File: config.mk
export PLATFORM = sky130hd
export DESIGN_NAME = user_addr_guard
export DESIGN_NICKNAME = d
export VERILOG_FILES = /design/src/rtl/uag_pkg.sv /design/src/rtl/uag_mode_decode.sv /design/src/rtl/uag_limit_check.sv /design/src/rtl/uag_resolve.sv /design/src/rtl/uag_flag_reg.sv /design/src/rtl/user_addr_guard.sv
export SDC_FILE = /design/constraint.sdc
export NUM_CORES = 1
export LEC_CHECK = 0
export BUFFER_PORTS_ARGS = -buffer_cell sky130_fd_sc_hd__buf_2
export CAP_MARGIN = 25
export CORE_AREA = 5 5 42 44
export DETAILED_ROUTE_END_ITERATION = 6
export DIE_AREA = 0 0 47 49
export PLACE_DENSITY = 0.78
export SETUP_SLACK_MARGIN = 0.3
export SYNTH_ARGS = -nofsm -noshare
export SYNTH_HDL_FRONTEND = slang
export SYNTH_SLANG_ARGS = --single-unit
export TNS_END_PERCENT = 100
File: constraint.sdc
create_clock -name clk -period 1.1 [get_ports clk]
set_input_delay 0.11 -clock clk [delete_from_list [all_inputs] [get_ports clk]]
set_output_delay 0.11 -clock clk [all_outputs]
set_load 0.1 [all_outputs]
File: src/rtl/uag_pkg.sv
package uag_pkg;

   // Variant of the upper-bits test
   typedef enum logic {
      CHK_OR  = 1'b0,   // reduction OR over the bits above the limit
      CHK_CMP = 1'b1    // magnitude compare against the limit value
   } uag_chk_style_e;

   // Registered result bundle
   typedef struct packed {
      logic user;
      logic err;
      logic map;
      logic xsel;
   } uag_flags_t;

   localparam uag_flags_t UAG_FLAGS_CLR = '{user: 1'b0, err: 1'b0, map: 1'b0, xsel: 1'b0};

endpackage

File: src/rtl/uag_mode_decode.sv
module uag_mode_decode #(
   parameter int                   PRIV_W    = 2,
   parameter logic [PRIV_W-1:0]    PRIV_USER = 2'b10
) (
   input  logic [PRIV_W-1:0] priv_i,
   input  logic              exc_lvl_i,
   input  logic              err_lvl_i,
   output logic              user_o
);

   logic priv_match;

   always_comb begin
      priv_match = (priv_i == PRIV_USER);
      // Either elevated level overrides the privilege field
      user_o     = priv_match & ~exc_lvl_i & ~err_lvl_i;
   end

endmodule

File: src/rtl/uag_limit_check.sv
module uag_limit_check
   import uag_pkg::*;
#(
   parameter int             W      = 64,
   parameter int             HI_LSB = 40,
   parameter uag_chk_style_e STYLE  = CHK_OR
) (
   input  logic [W-1:0] va_i,
   output logic         over_o
);

   localparam int HI_W = W - HI_LSB;

   if (HI_LSB < 1 || HI_LSB >= W) begin : g_bad_lsb
      $error("uag_limit_check: HI_LSB must lie in 1..W-1");
   end

   if (STYLE == CHK_OR) begin : g_or
      logic [HI_W-1:0] hi;
      logic            unused_lo;
      assign hi        = va_i[W-1:HI_LSB];
      assign unused_lo = ^va_i[HI_LSB-1:0];
      assign over_o    = |hi;
   end else begin : g_cmp
      localparam logic [W-1:0] LIMIT = {{(W-1){1'b0}}, 1'b1} << HI_LSB;
      assign over_o = (va_i >= LIMIT);
   end

endmodule

File: src/rtl/uag_resolve.sv
module uag_resolve
   import uag_pkg::*;
(
   input  logic       user_i,
   input  logic       vld_i,
   input  logic       wide_i,
   input  logic       over_n_i,
   input  logic       over_w_i,
   output uag_flags_t flags_o
);

   logic over_sel;
   logic ref_act;

   always_comb begin
      over_sel      = wide_i ? over_w_i : over_n_i;
      ref_act       = user_i & vld_i;
      flags_o.user  = user_i;
      flags_o.err   = ref_act & over_sel;
      flags_o.map   = ref_act & ~over_sel;
      flags_o.xsel  = ref_act & ~over_sel & wide_i;
   end

endmodule

File: src/rtl/uag_flag_reg.sv
module uag_flag_reg
   import uag_pkg::*;
(
   input  logic       clk,
   input  logic       rst_n,
   input  uag_flags_t d_i,
   output uag_flags_t q_o
);

   always_ff @(posedge clk) begin
      if (!rst_n) q_o <= UAG_FLAGS_CLR;
      else        q_o <= d_i;
   end

endmodule

File: src/rtl/user_addr_guard.sv
module user_addr_guard
   import uag_pkg::*;
#(
   parameter int                 VA_W      = 64,
   parameter int                 NARROW_W  = 32,
   parameter int                 WIDE_BITS = 40,
   parameter int                 PRIV_W    = 2,
   parameter logic [PRIV_W-1:0]  PRIV_USER = 2'b10,
   parameter uag_chk_style_e     STYLE     = CHK_OR
) (
   input  logic              clk,
   input  logic              rst_n,
   input  logic [PRIV_W-1:0] priv_i,
   input  logic              exc_lvl_i,
   input  logic              err_lvl_i,
   input  logic              wide_i,
   input  logic [VA_W-1:0]   vaddr_i,
   input  logic              vaddr_vld_i,
   output logic              user_mode_o,
   output logic              addr_err_o,
   output logic              tlb_map_o,
   output logic              ext_vec_o
);

   localparam int NARROW_MSB = NARROW_W - 1;

   // Elaboration-time parameter checks
   if (NARROW_W < 2 || NARROW_W > VA_W) begin : g_bad_narrow
      $error("user_addr_guard: NARROW_W out of range");
   end
   if (WIDE_BITS <= NARROW_MSB || WIDE_BITS >= VA_W) begin : g_bad_wide
      $error("user_addr_guard: WIDE_BITS must lie between NARROW_W-1 and VA_W-1");
   end
   if (PRIV_W < 1) begin : g_bad_priv
      $error("user_addr_guard: PRIV_W must be positive");
   end

   logic       user_c;
   logic       over_n;
   logic       over_w;
   uag_flags_t flags_d;
   uag_flags_t flags_q;

   uag_mode_decode #(
      .PRIV_W    (PRIV_W),
      .PRIV_USER (PRIV_USER)
   ) u_mode (
      .priv_i    (priv_i),
      .exc_lvl_i (exc_lvl_i),
      .err_lvl_i (err_lvl_i),
      .user_o    (user_c)
   );

   // Narrow space: only the low NARROW_W bits count; the top one must be clear
   uag_limit_check #(
      .W      (NARROW_W),
      .HI_LSB (NARROW_MSB),
      .STYLE  (STYLE)
   ) u_lim_n (
      .va_i   (vaddr_i[NARROW_MSB:0]),
      .over_o (over_n)
   );

   // Wide space: everything at or above WIDE_BITS must be clear
   uag_limit_check #(
      .W      (VA_W),
      .HI_LSB (WIDE_BITS),
      .STYLE  (STYLE)
   ) u_lim_w (
      .va_i   (vaddr_i),
      .over_o (over_w)
   );

   uag_resolve u_res (
      .user_i   (user_c),
      .vld_i    (vaddr_vld_i),
      .wide_i   (wide_i),
      .over_n_i (over_n),
      .over_w_i (over_w),
      .flags_o  (flags_d)
   );

   uag_flag_reg u_reg (
      .clk   (clk),
      .rst_n (rst_n),
      .d_i   (flags_d),
      .q_o   (flags_q)
   );

   assign user_mode_o = flags_q.user;
   assign addr_err_o  = flags_q.err;
   assign tlb_map_o   = flags_q.map;
   assign ext_vec_o   = flags_q.xsel;

endmodule

==> qor.yml <==
setup_path:
  cpPeakStageDelay_ns: 0.33
  cp_top_family: "flip-flops"
  critPathRequiredTime_ns: 0.99
  crit_cells: 1
  worst-path-max-fanout: 1
  crit_start: "u_reg.q_o[2]"
  worst-path-buf-inv: 1
  crit_path_end_kind: "primary output"
  cp_slowest_cell: "dfxtp_2"
  crit_arrival_ns: 0.73
  start_kind: "flip-flop"
  crit_chain: "buf_12"
  worstSetupPathType: "reg2out"
timing:
  fmax_mhz: 1189
  finalMaxSlewViolations: 0
  worstMarginPinSlew_ns: 0.2172
  slew_headroom_pct: 85.38
  rsz0062_at_grt: "true"
  fin_crit_ns: 0.8413
  fin_crit_sh_pct: 76.48
  finalHoldViolations: 0
  finalSetupTns_ns: 0
  finalSetupViolCount: 0
power_and_ir_drop:
  p_clk_share_pct: 41.6
  combPwrFrac_pct: 23.7
  p_per_area_nw_per_um2: 789.6
  power.leakage_nw: 0.2497
  netSwitchingPower_uw: 96.56
  p_sw_share_pct: 22.63
  p_int_uw: 330.2
  seq_power_share_pct: 34.6
  finalPower_uw: 426.8
  ir_drop_v: 0.0002582
synth:
  yosysTopAreaCell: "dfxtp_1"
  synth_nets: 93
  yosysSeqAreaShare_pct: 44.76
  syn_area_um2: 178.9
  avgSynthCellArea_um2: 8.520
  yosys.cell_types.count: 12
  syn_inst: 21
  ys_ff_latch: 4
  yosysWarnings: 0
  synth.top_cell.area_share_pct: 44.76
  synthTopCellsByArea: "dfxtp_1, nor4_1, nor2_1"
hold_path:
  hold_depth: 3
  holdPathEnd: "u_reg.q_o[0]"
  hp-start: "wide_i"
  worstHoldPathType: "in2reg"
finish:
  multi_input_area_um2: 150.1
  regMostFlops: "u_reg.q_o"
  finalNetCount: 134
  drive_above_1_share_pct: 81.67
  syn_to_final_growth_pct: 202.1
  regArea_um2: 85.08
  largest_reg_flops: 4
  fill_cells: 145
  diodes: 0
  top_regs: "u_reg.q_o: 4 flops"
floorplan:
  initial_core_util_pct: 12.77
  dieArea_um2: 2303
  die_x_um: 47
  std_cell_rows: 14
  num_io_pins: 76
  die_h_um: 49
  core_area_um2: 1401
detailed_routing:
  drtIter0Drc: 3
  vias: 326
  drtAntennaViolNets: 0
  drc_errors: 0
  drt_first_pass_iters: 2
  via_per_inst: 4.289
  wirelength_um: 791
  wl_per_cell_um: 10.41
clock_network:
  cts_buffer_depth: 2
  numCtsBuffers: 3
  clock-root-buffer: "clkbuf_4"
  cts_tree: "built"
  ctsHoldBuffers: 0
  cts_max_level: 1
  cts_sinks: 4
  clk_pin_slew_ns: 0.04
placement:
  finalWeightedCongestion: 0.5903
  port_buffers: 36
global_routing:
  antenna_found_initial: 0
  grt_pass1_vias: 365
  grt_max_degree: 4
  overflow: 0
  grt_pass1_wl_mm: 1.207
  grt_usage_pct: 7.394
flow_run:
  drv_cap: 0
outcome:
  outcome: "completed"
-- routing by layer --
layer | vias up | share of wire, % | global-route usage (%)
li1 | 160 | - | -
met4 | 0 | 0 | 8.295
met2 | 15 | 64 | 13.57
met1 | 151 | 26 | 5.714
met5 | - | 0 | 0
met3 | 0 | 9.1 | 0.3690
-- Yosys cell counts --
library cell,number
nor4_1,5
dfxtp_1,4
nor2_1,3
and2b_1,1
and4b_1,1
inv_1,1
nand2_1,1
nand3_1,1
nand4_1,1
nor3_1,1
nor4b_1,1
o22ai_1,1
-- worst max-delay path by stage --
stage                         to  slack (ns)
floorplan           u_reg.q_o[1]        0.30
global placement    u_reg.q_o[0]        0.10
detailed placement  u_reg.q_o[0]        0.08
CTS                   addr_err_o        0.25
global route          addr_err_o        0.22
finish                addr_err_o        0.26
-- kinds of logic after synthesis --
group | after synthesis | synth area share (%)
DFF | 4 | 44.76
AOI/OAI and AO/OA | 1 | 3.499
and+or+nand+nor | 15 | 49.65
buffers and inverters | 1 | 2.096
-- layout by cell type (no fill, tap or decap), drive strengths merged, types with 3 or more instances in the layout --
cell    netlist  routed
nor2          3       3
clkbuf        0       3
dfxtp         4       4
nor4          5       5
buf           0      36
-- layout make-up --
class	instances	share of cell area, %
clock buffer	3	4.167
inverter	1	0.6944
multi-input combinational	16	27.78
sequential	4	15.74
tap	16	3.704
timing repair buffer	36	47.92
-- power groups by stage --
stage	clock (mW)	sequential [mW]	combinational, mW
after detailed placement	0	0.150	0.0935
final	0.178	0.148	0.101
after global routing	0.199	0.148	0.111
after CTS	0.183	0.148	0.0939
after floorplan	0	0.157	0.0143
after global placement	0	0.150	0.0910
-- stage by stage --
step | cells | setup slack, ns | hold WS [ns] | util (%) | instance area (um^2)
2_1_floorplan | 21 | 0.2966 | 0.2210 | - | 232.7
3_3_place_gp | 73 | 0.1049 | 0.3558 | 35.18 | 493.0
3_5_place_dp | 73 | 0.08272 | 0.3542 | 35.18 | 493.0
4_1_cts | 76 | 0.2510 | 0.1155 | 36.79 | 515.5
5_1_grt | 76 | 0.2240 | 0.1337 | 38.57 | 540.5
6_report | 76 | 0.2587 | 0.1237 | 38.57 | 540.5
-- repair_timing --
item,in CTS,in global routing
gates resized for setup,0,4
pin swaps,0,1
endpoints found under the setup margin,4,7
setup buffers,0,0
(Power assumes the default switching activity.)
